--- config.mk ---
export PLATFORM = sky130hd
export DESIGN_NAME = cmd_list_ctrl
export DESIGN_NICKNAME = d
export VERILOG_FILES = /design/src/rtl/cmd_list_pkg.sv /design/src/rtl/cmd_list_seq.sv /design/src/rtl/cmd_list_fsm.sv /design/src/rtl/cmd_list_reply.sv /design/src/rtl/cmd_list_ctrl.sv
export SDC_FILE = /design/constraint.sdc
export NUM_CORES = 1
export LEC_CHECK = 0
export ABC_AREA = 1
export BUFFER_PORTS_ARGS = -buffer_cell sky130_fd_sc_hd__buf_2
export CORE_MARGIN = 2
export CORE_UTILIZATION = 35
export CTS_CLUSTER_SIZE = 30
export DETAILED_ROUTE_END_ITERATION = 10
export PLACE_DENSITY = 0.65
export SLEW_MARGIN = 5
export SYNTH_ARGS = -nofsm -noshare
export SYNTH_HDL_FRONTEND = slang
export SYNTH_HIERARCHICAL = 1
export SYNTH_SLANG_ARGS = --single-unit
--- constraint.sdc ---
create_clock -name clk_i -period 3.9 [get_ports clk_i]
set_input_delay 1.17 -clock clk_i [delete_from_list [all_inputs] [get_ports clk_i]]
set_output_delay 1.17 -clock clk_i [all_outputs]
set_load 0.01 [all_outputs]
--- src/rtl/cmd_list_pkg.sv ---
package cmd_list_pkg;
  typedef enum logic [2:0] {
    ST_IDLE   = 3'd0,
    ST_EXEC   = 3'd1,
    ST_PAUSED = 3'd2,
    ST_REPLY  = 3'd3,
    ST_ACK    = 3'd4
  } state_e;
endpackage

--- src/rtl/cmd_list_seq.sv ---
// Iteration bookkeeping: captured length, completed count, outstanding flag.
module cmd_list_seq #(
  parameter int CNT_W = 8
) (
  input  logic             clk_i,
  input  logic             rst_ni,
  input  logic             start_i,
  input  logic [CNT_W-1:0] len_i,
  input  logic             issue_i,
  input  logic             done_i,
  output logic [CNT_W-1:0] count_o,
  output logic             in_flight_o,
  output logic             at_end_o
);
  logic [CNT_W-1:0] len_q;
  logic [CNT_W-1:0] count_q;
  logic             in_flight_q;

  always_ff @(posedge clk_i or negedge rst_ni) begin
    if (!rst_ni) begin
      len_q       <= '0;
      count_q     <= '0;
      in_flight_q <= 1'b0;
    end else if (start_i) begin
      len_q       <= len_i;
      count_q     <= '0;
      in_flight_q <= 1'b0;
    end else if (issue_i) begin
      in_flight_q <= 1'b1;
    end else if (in_flight_q && done_i) begin
      // completion only counts against an outstanding command
      in_flight_q <= 1'b0;
      count_q     <= count_q + 1'b1;
    end
  end

  assign count_o     = count_q;
  assign in_flight_o = in_flight_q;
  assign at_end_o    = (count_q == len_q);

  assert_issue_arms_R3: assert property (@(posedge clk_i) disable iff (!rst_ni)
    issue_i |=> (in_flight_q && $stable(count_q)));

  assert_count_bound_R8: assert property (@(posedge clk_i) disable iff (!rst_ni)
    count_q <= len_q);

  assert_stray_done_R4: assert property (@(posedge clk_i) disable iff (!rst_ni)
    (!in_flight_q && !issue_i && !start_i) |=> $stable(count_q));
endmodule

--- src/rtl/cmd_list_fsm.sv ---
module cmd_list_fsm
  import cmd_list_pkg::*;
(
  input  logic   clk_i,
  input  logic   rst_ni,
  input  logic   list_flag_i,
  input  logic   pause_req_i,
  input  logic   resume_req_i,
  input  logic   abort_req_i,
  input  logic   in_flight_i,
  input  logic   at_end_i,
  output state_e state_o,
  output logic   start_o,
  output logic   issue_o,
  output logic   prep_o
);
  state_e state_q, state_d;

  always_comb begin
    state_d = state_q;
    issue_o = 1'b0;
    start_o = 1'b0;
    prep_o  = 1'b0;
    unique case (state_q)
      ST_IDLE: begin
        if (list_flag_i) begin
          start_o = 1'b1;
          state_d = ST_EXEC;
        end
      end
      ST_EXEC: begin
        // decisions only at a boundary: nothing outstanding
        if (!in_flight_i) begin
          if (at_end_i)          state_d = ST_REPLY;
          else if (abort_req_i)  state_d = ST_REPLY;
          else if (pause_req_i)  state_d = ST_PAUSED;
          else                   issue_o = 1'b1;
        end
      end
      ST_PAUSED: begin
        if (abort_req_i)        state_d = ST_REPLY;
        else if (resume_req_i)  state_d = ST_EXEC;
      end
      ST_REPLY: begin
        prep_o  = 1'b1;
        state_d = ST_ACK;
      end
      ST_ACK: begin
        if (!list_flag_i) state_d = ST_IDLE;
      end
      default: state_d = ST_IDLE;
    endcase
  end

  always_ff @(posedge clk_i or negedge rst_ni) begin
    if (!rst_ni) state_q <= ST_IDLE;
    else         state_q <= state_d;
  end

  assign state_o = state_q;

  assert_defer_request_R7: assert property (@(posedge clk_i) disable iff (!rst_ni)
    (state_q == ST_EXEC && in_flight_i) |=> (state_q == ST_EXEC));

  assert_ack_hold_R9: assert property (@(posedge clk_i) disable iff (!rst_ni)
    (state_q == ST_ACK && list_flag_i) |=> (state_q == ST_ACK));

  assert_ack_release_R9: assert property (@(posedge clk_i) disable iff (!rst_ni)
    (state_q == ST_ACK && !list_flag_i) |=> (state_q == ST_IDLE));

  assert_reply_one_cycle_R9: assert property (@(posedge clk_i) disable iff (!rst_ni)
    (state_q == ST_REPLY) |=> (state_q == ST_ACK));
endmodule

--- src/rtl/cmd_list_reply.sv ---
module cmd_list_reply #(
  parameter int CNT_W = 8
) (
  input  logic             clk_i,
  input  logic             rst_ni,
  input  logic             prep_i,
  input  logic [CNT_W-1:0] count_i,
  input  logic             at_end_i,
  output logic [CNT_W-1:0] reply_count_o,
  output logic             reply_aborted_o
);
  always_ff @(posedge clk_i or negedge rst_ni) begin
    if (!rst_ni) begin
      reply_count_o   <= '0;
      reply_aborted_o <= 1'b0;
    end else if (prep_i) begin
      reply_count_o   <= count_i;
      // short of the length only if the list was cut off
      reply_aborted_o <= !at_end_i;
    end
  end

  assert_reply_hold_R9: assert property (@(posedge clk_i) disable iff (!rst_ni)
    !prep_i |=> ($stable(reply_count_o) && $stable(reply_aborted_o)));
endmodule

--- src/rtl/cmd_list_ctrl.sv ---
module cmd_list_ctrl
  import cmd_list_pkg::*;
#(
  parameter int CNT_W = 8
) (
  input  logic             clk_i,
  input  logic             rst_ni,
  input  logic             list_flag_i,
  input  logic [CNT_W-1:0] list_len_i,
  input  logic             pause_req_i,
  input  logic             resume_req_i,
  input  logic             abort_req_i,
  input  logic             cmd_done_i,
  output logic             cmd_issue_o,
  output logic [CNT_W-1:0] cmd_idx_o,
  output logic [2:0]       state_o,
  output logic             ack_o,
  output logic [CNT_W-1:0] reply_count_o,
  output logic             reply_aborted_o
);
  state_e           state;
  logic             start, issue, prep, in_flight, at_end;
  logic [CNT_W-1:0] count;

  cmd_list_fsm u_fsm (
    .clk_i        (clk_i),
    .rst_ni       (rst_ni),
    .list_flag_i  (list_flag_i),
    .pause_req_i  (pause_req_i),
    .resume_req_i (resume_req_i),
    .abort_req_i  (abort_req_i),
    .in_flight_i  (in_flight),
    .at_end_i     (at_end),
    .state_o      (state),
    .start_o      (start),
    .issue_o      (issue),
    .prep_o       (prep)
  );

  cmd_list_seq #(.CNT_W(CNT_W)) u_seq (
    .clk_i       (clk_i),
    .rst_ni      (rst_ni),
    .start_i     (start),
    .len_i       (list_len_i),
    .issue_i     (issue),
    .done_i      (cmd_done_i),
    .count_o     (count),
    .in_flight_o (in_flight),
    .at_end_o    (at_end)
  );

  cmd_list_reply #(.CNT_W(CNT_W)) u_reply (
    .clk_i           (clk_i),
    .rst_ni          (rst_ni),
    .prep_i          (prep),
    .count_i         (count),
    .at_end_i        (at_end),
    .reply_count_o   (reply_count_o),
    .reply_aborted_o (reply_aborted_o)
  );

  assign cmd_issue_o = issue;
  assign cmd_idx_o   = count;
  assign state_o     = state;
  assign ack_o       = (state == ST_ACK);
endmodule

==> results summary <==
The congestion estimate from routability-driven global placement came to 0.830. The total of cells resized after clock tree synthesis is 0. The total overflow reported by the global router is 0.

Of all nets on the critical path, the largest fanout is 4. The initial utilization of the core area, before any placement, comes to 37.1%. The maximum operating frequency came out at 315 MHz. The maximum buffer depth of the clock tree came out at 2.

The area share of the leading cell type in the synthesized netlist is a little under 50%. For the worst-skew pair, the clock arrives at the later sink with an insertion delay of 0.27 ns. The remaining design rule violation count is 0. For this design the ratio of total power to cell area is a little over 700 mW/mm^2. After the first detailed-routing iteration, the DRC count stood at 57.

TritonCTS built the clock tree. The routed wire length is 2.91 mm. The sequential fraction of the synthesis area is around 48%. The number of port buffers came out at 36.

The leakage component of the power is 1.01 nW. The synthesized-area fraction occupied by adder cells is 0.832%. The count of nets after finishing is 250.

The HPWL after detailed placement came out at 2.20 mm. The path class of the tightest hold or removal check is flop to flop. For this run, the detailed router's first-pass iteration total came to 4.

The number of antenna violations at the first check in global routing is 0. Counting instances in the post-synthesis netlist gives the leading cell types as 72 x sky130_fd_sc_hd__nand2_1, 29 x sky130_fd_sc_hd__dfrtp_1, 16 x sky130_fd_sc_hd__nor2_1. The number of sinks driven by the clock tree is 29. Counting every instance in the synthesized netlist gives around 190. The total of flip-flops plus latches after synthesis is 29. The count of standard-cell rows came out at 23. The category of the worst setup path launch point is an input pin. The number of levels in the clock H-tree came out at 2. Of the cells placed in the final design, the portion with a size suffix greater than 1 is between 20% and 30%.

Setup violations remaining at the end of the flow were counted as 0. The total core area came out at 0.00406 sq mm. The overall fraction of global-route tracks in use is 13.3%. After synthesis, the largest family of logic cells by area is simple AND/OR/NAND/NOR gates. Buffers inserted during clock tree synthesis total 5.

The number of diodes is 0. The via count of the first global-routing pass came out at 1188. The vias after detailed routing came out at 1260. The cell sitting at the root of the clock tree is a sky130_fd_sc_hd__clkbuf_8. The count of cell types in the netlist came out at 23.

For the final routed database, the setup TNS stands at 0 ns. The hold-fix buffer count after cts is 0. The clock period minus final worst setup slack is 3.17 ns. The least setup slack across all paths after layout is 0.726 ns. The clock-pin slew on the worst setup and hold paths came out at 0.05 ns.

The flow ran to the end, and the final reports show no timing, DRC or antenna violations. The area added between synthesis and finish is 20.8%. The setup clock skew after layout is 0.00320 ns. The slowest stage of the critical path belongs to the cell sky130_fd_sc_hd__nor2_1.

The number of maximum-capacitance constraint violations is 0. IR analysis of the VDD net gives a maximum drop of 0.235 mV. After clock tree synthesis, the setup repair step added 0 buffers. The worst slew margin relative to its limit came out at 58.5%. The count of synthesis-stage warnings from yosys came out at 6.

In the post-synthesis netlist, the biggest area contributors are sky130_fd_sc_hd__dfrtp_1 48%, sky130_fd_sc_hd__nand2_1 18%, sky130_fd_sc_hd__xnor2_1 4.7%, sky130_fd_sc_hd__nor2_1 4.0%, sky130_fd_sc_hd__nand3_1 3.7%. The floorplan step defined a die boundary enclosing 0.00484 sq mm. The number of endpoints with negative hold slack in the final report is 0.

The worst setup path is captured at an output pin. The number of antenna-violating nets in the routed design is 0. The number of I/O pins is 37. The average via count per standard cell came out at ~4.4. The net count of the mapped netlist is around 210. The count of fill cells added during filler insertion is between 400 and 500. From bottom edge to top edge, the die measures between 60 and 70 um. The final worst-path cycle share came out at about four fifths.

The area used by sequential logic in the layout is 726 sq um. The data arrival at the endpoint of the critical path came out at 2.00 ns. For this run, the leading register cell type out of synthesis is sky130_fd_sc_hd__dfrtp_1. The multiplexer area fraction after synthesis is 0%. The horizontal extent of the die came out at 69.6 um. At the pin with the least slew margin, the transition time is 0.620 ns. The longest individual stage delay on the worst path came out at 0.24 ns. By startpoint and endpoint, the worst setup path is classified as input pin to output pin. Traced cell by cell, the critical path runs through buf_2 -> inv_1 -> nand2_1 -> nor2_1 -> nand2_2 -> nor2_1 -> buf_2. The number of enable-type register cells in the synthesized netlist came out at 0. Setup repair after global routing left no endpoint under its margin. For the worst setup path, the data required time is 2.73 ns. Among all cell types in the netlist, the one instantiated most often is sky130_fd_sc_hd__nand2_1. Summed over all instances, the cell type with the most area after synthesis is sky130_fd_sc_hd__dfrtp_1. Summing the areas of all xor and xnor instances in the mapped netlist gives between 4 and 5% of the synthesized area. The simple-gate share of the synthesized area is roughly a third. The synthesized area divided by synthesized cell count came out at 7.79 sq um.

Dividing the detail-routed wire length by the instance count gives around 10 um. The multi-input logic area came out at 677 sq um. Before CTS, the worst setup slack after placement is 0.731 ns. The first global-routing pass estimated 5.20 mm of wire. The async set-or-reset flop fraction in the synthesized netlist came out at 100%. The total standard cell area after synthesis is 0.00150 sq mm. The complex-gate fraction of the synthesized area came out at 4.41%. The maximum number of pins on one net before global-route repair came out at 30. The count of final max-slew check failures is 0.
[layer usage]
metal  GRT usage, %  up-vias  part of all wire [%]
li1               -      678                     -
met1           16.4      553                    47
met2           21.4       26                    46
met3           4.94        3                   5.8
met4           4.79        0                   1.0
met5              0        -                     0
[final cells by class]
type | instances | area share [%]
inverters | 20 | 4.27
multi-input cells | 141 | 37.3
repair buffers | 37 | 10.3
flip-flops and latches | 29 | 39.9
well taps | 50 | 3.44
clock buffers | 7 | 4.75
[cell families after synthesis]
group,count (synthesis)
xor gates and xnor gates,8
AOI/OAI and AO/OA,12
buffers and inverters,23
and+or+nand+nor,120
adders and majority gates,1
DFF,29
[report_power, final]
part           switching [W]  leakage, nW  internal (W)
registers           0.000117        0.378      0.000412
clock network       0.000101       0.0443      0.000139
logic               0.000302        0.589      0.000215
[metrics by stage]
step	util, %	area, sq um	total power (W)	hold slack (ns)	cells
6_report	44.8	1820	0.00129	0.462	284
5_1_grt	44.8	1820	0.00141	0.484	284
4_1_cts	44.8	1820	0.00131	0.469	284
3_5_place_dp	42.6	1730	0.00106	0.455	277
3_3_place_gp	42.6	1730	0.00105	0.451	277
2_1_floorplan	-	1500	0.000905	0.462	193
[registers in the layout, summed over array words and instances, names as in the netlist]
name	count
u_fsm/state_o	3
u_reply/reply_aborted_o	1
u_seq/in_flight_o	1
u_seq/count_o	8
u_reply/reply_count_o	8
u_seq/len_q	8
[cells in the final DEF (no fill, tap or decap), drive strengths merged]
cell type   n
inv        20
xnor2       8
a21oi       4
o21ai       7
clkbuf      7
buf        37
ha          1
nor3        1
nand3      13
nand2      81
o21bai      1
dfrtp      29
nor2       21
nand4       4
[path summary, 6_finish.rpt]
check                                    startpoint                        to  slack (ns)  depth (start not counted)
min reg2reg                u_reply/reply_count_o[4]  u_reply/reply_count_o[4]        0.46                          2
max reg2reg                        u_seq/count_o[5]          u_seq/count_o[5]        1.91                         13
min in group asynchronous                    rst_ni  u_reply/reply_count_o[6]        0.91                          1
min                        u_reply/reply_count_o[4]  u_reply/reply_count_o[4]        0.46                          2
max                                     abort_req_i               cmd_issue_o        0.73                          7
max in group asynchronous                    rst_ni          u_fsm/state_o[1]        2.58                          1
[worst max-delay path: cells and delay by family]
family | cells | cell delay, ns
buffers and inverters | 3 | 0.35
AND/OR/NAND/NOR | 4 | 0.48
Power figures use the tool's default switching activity.
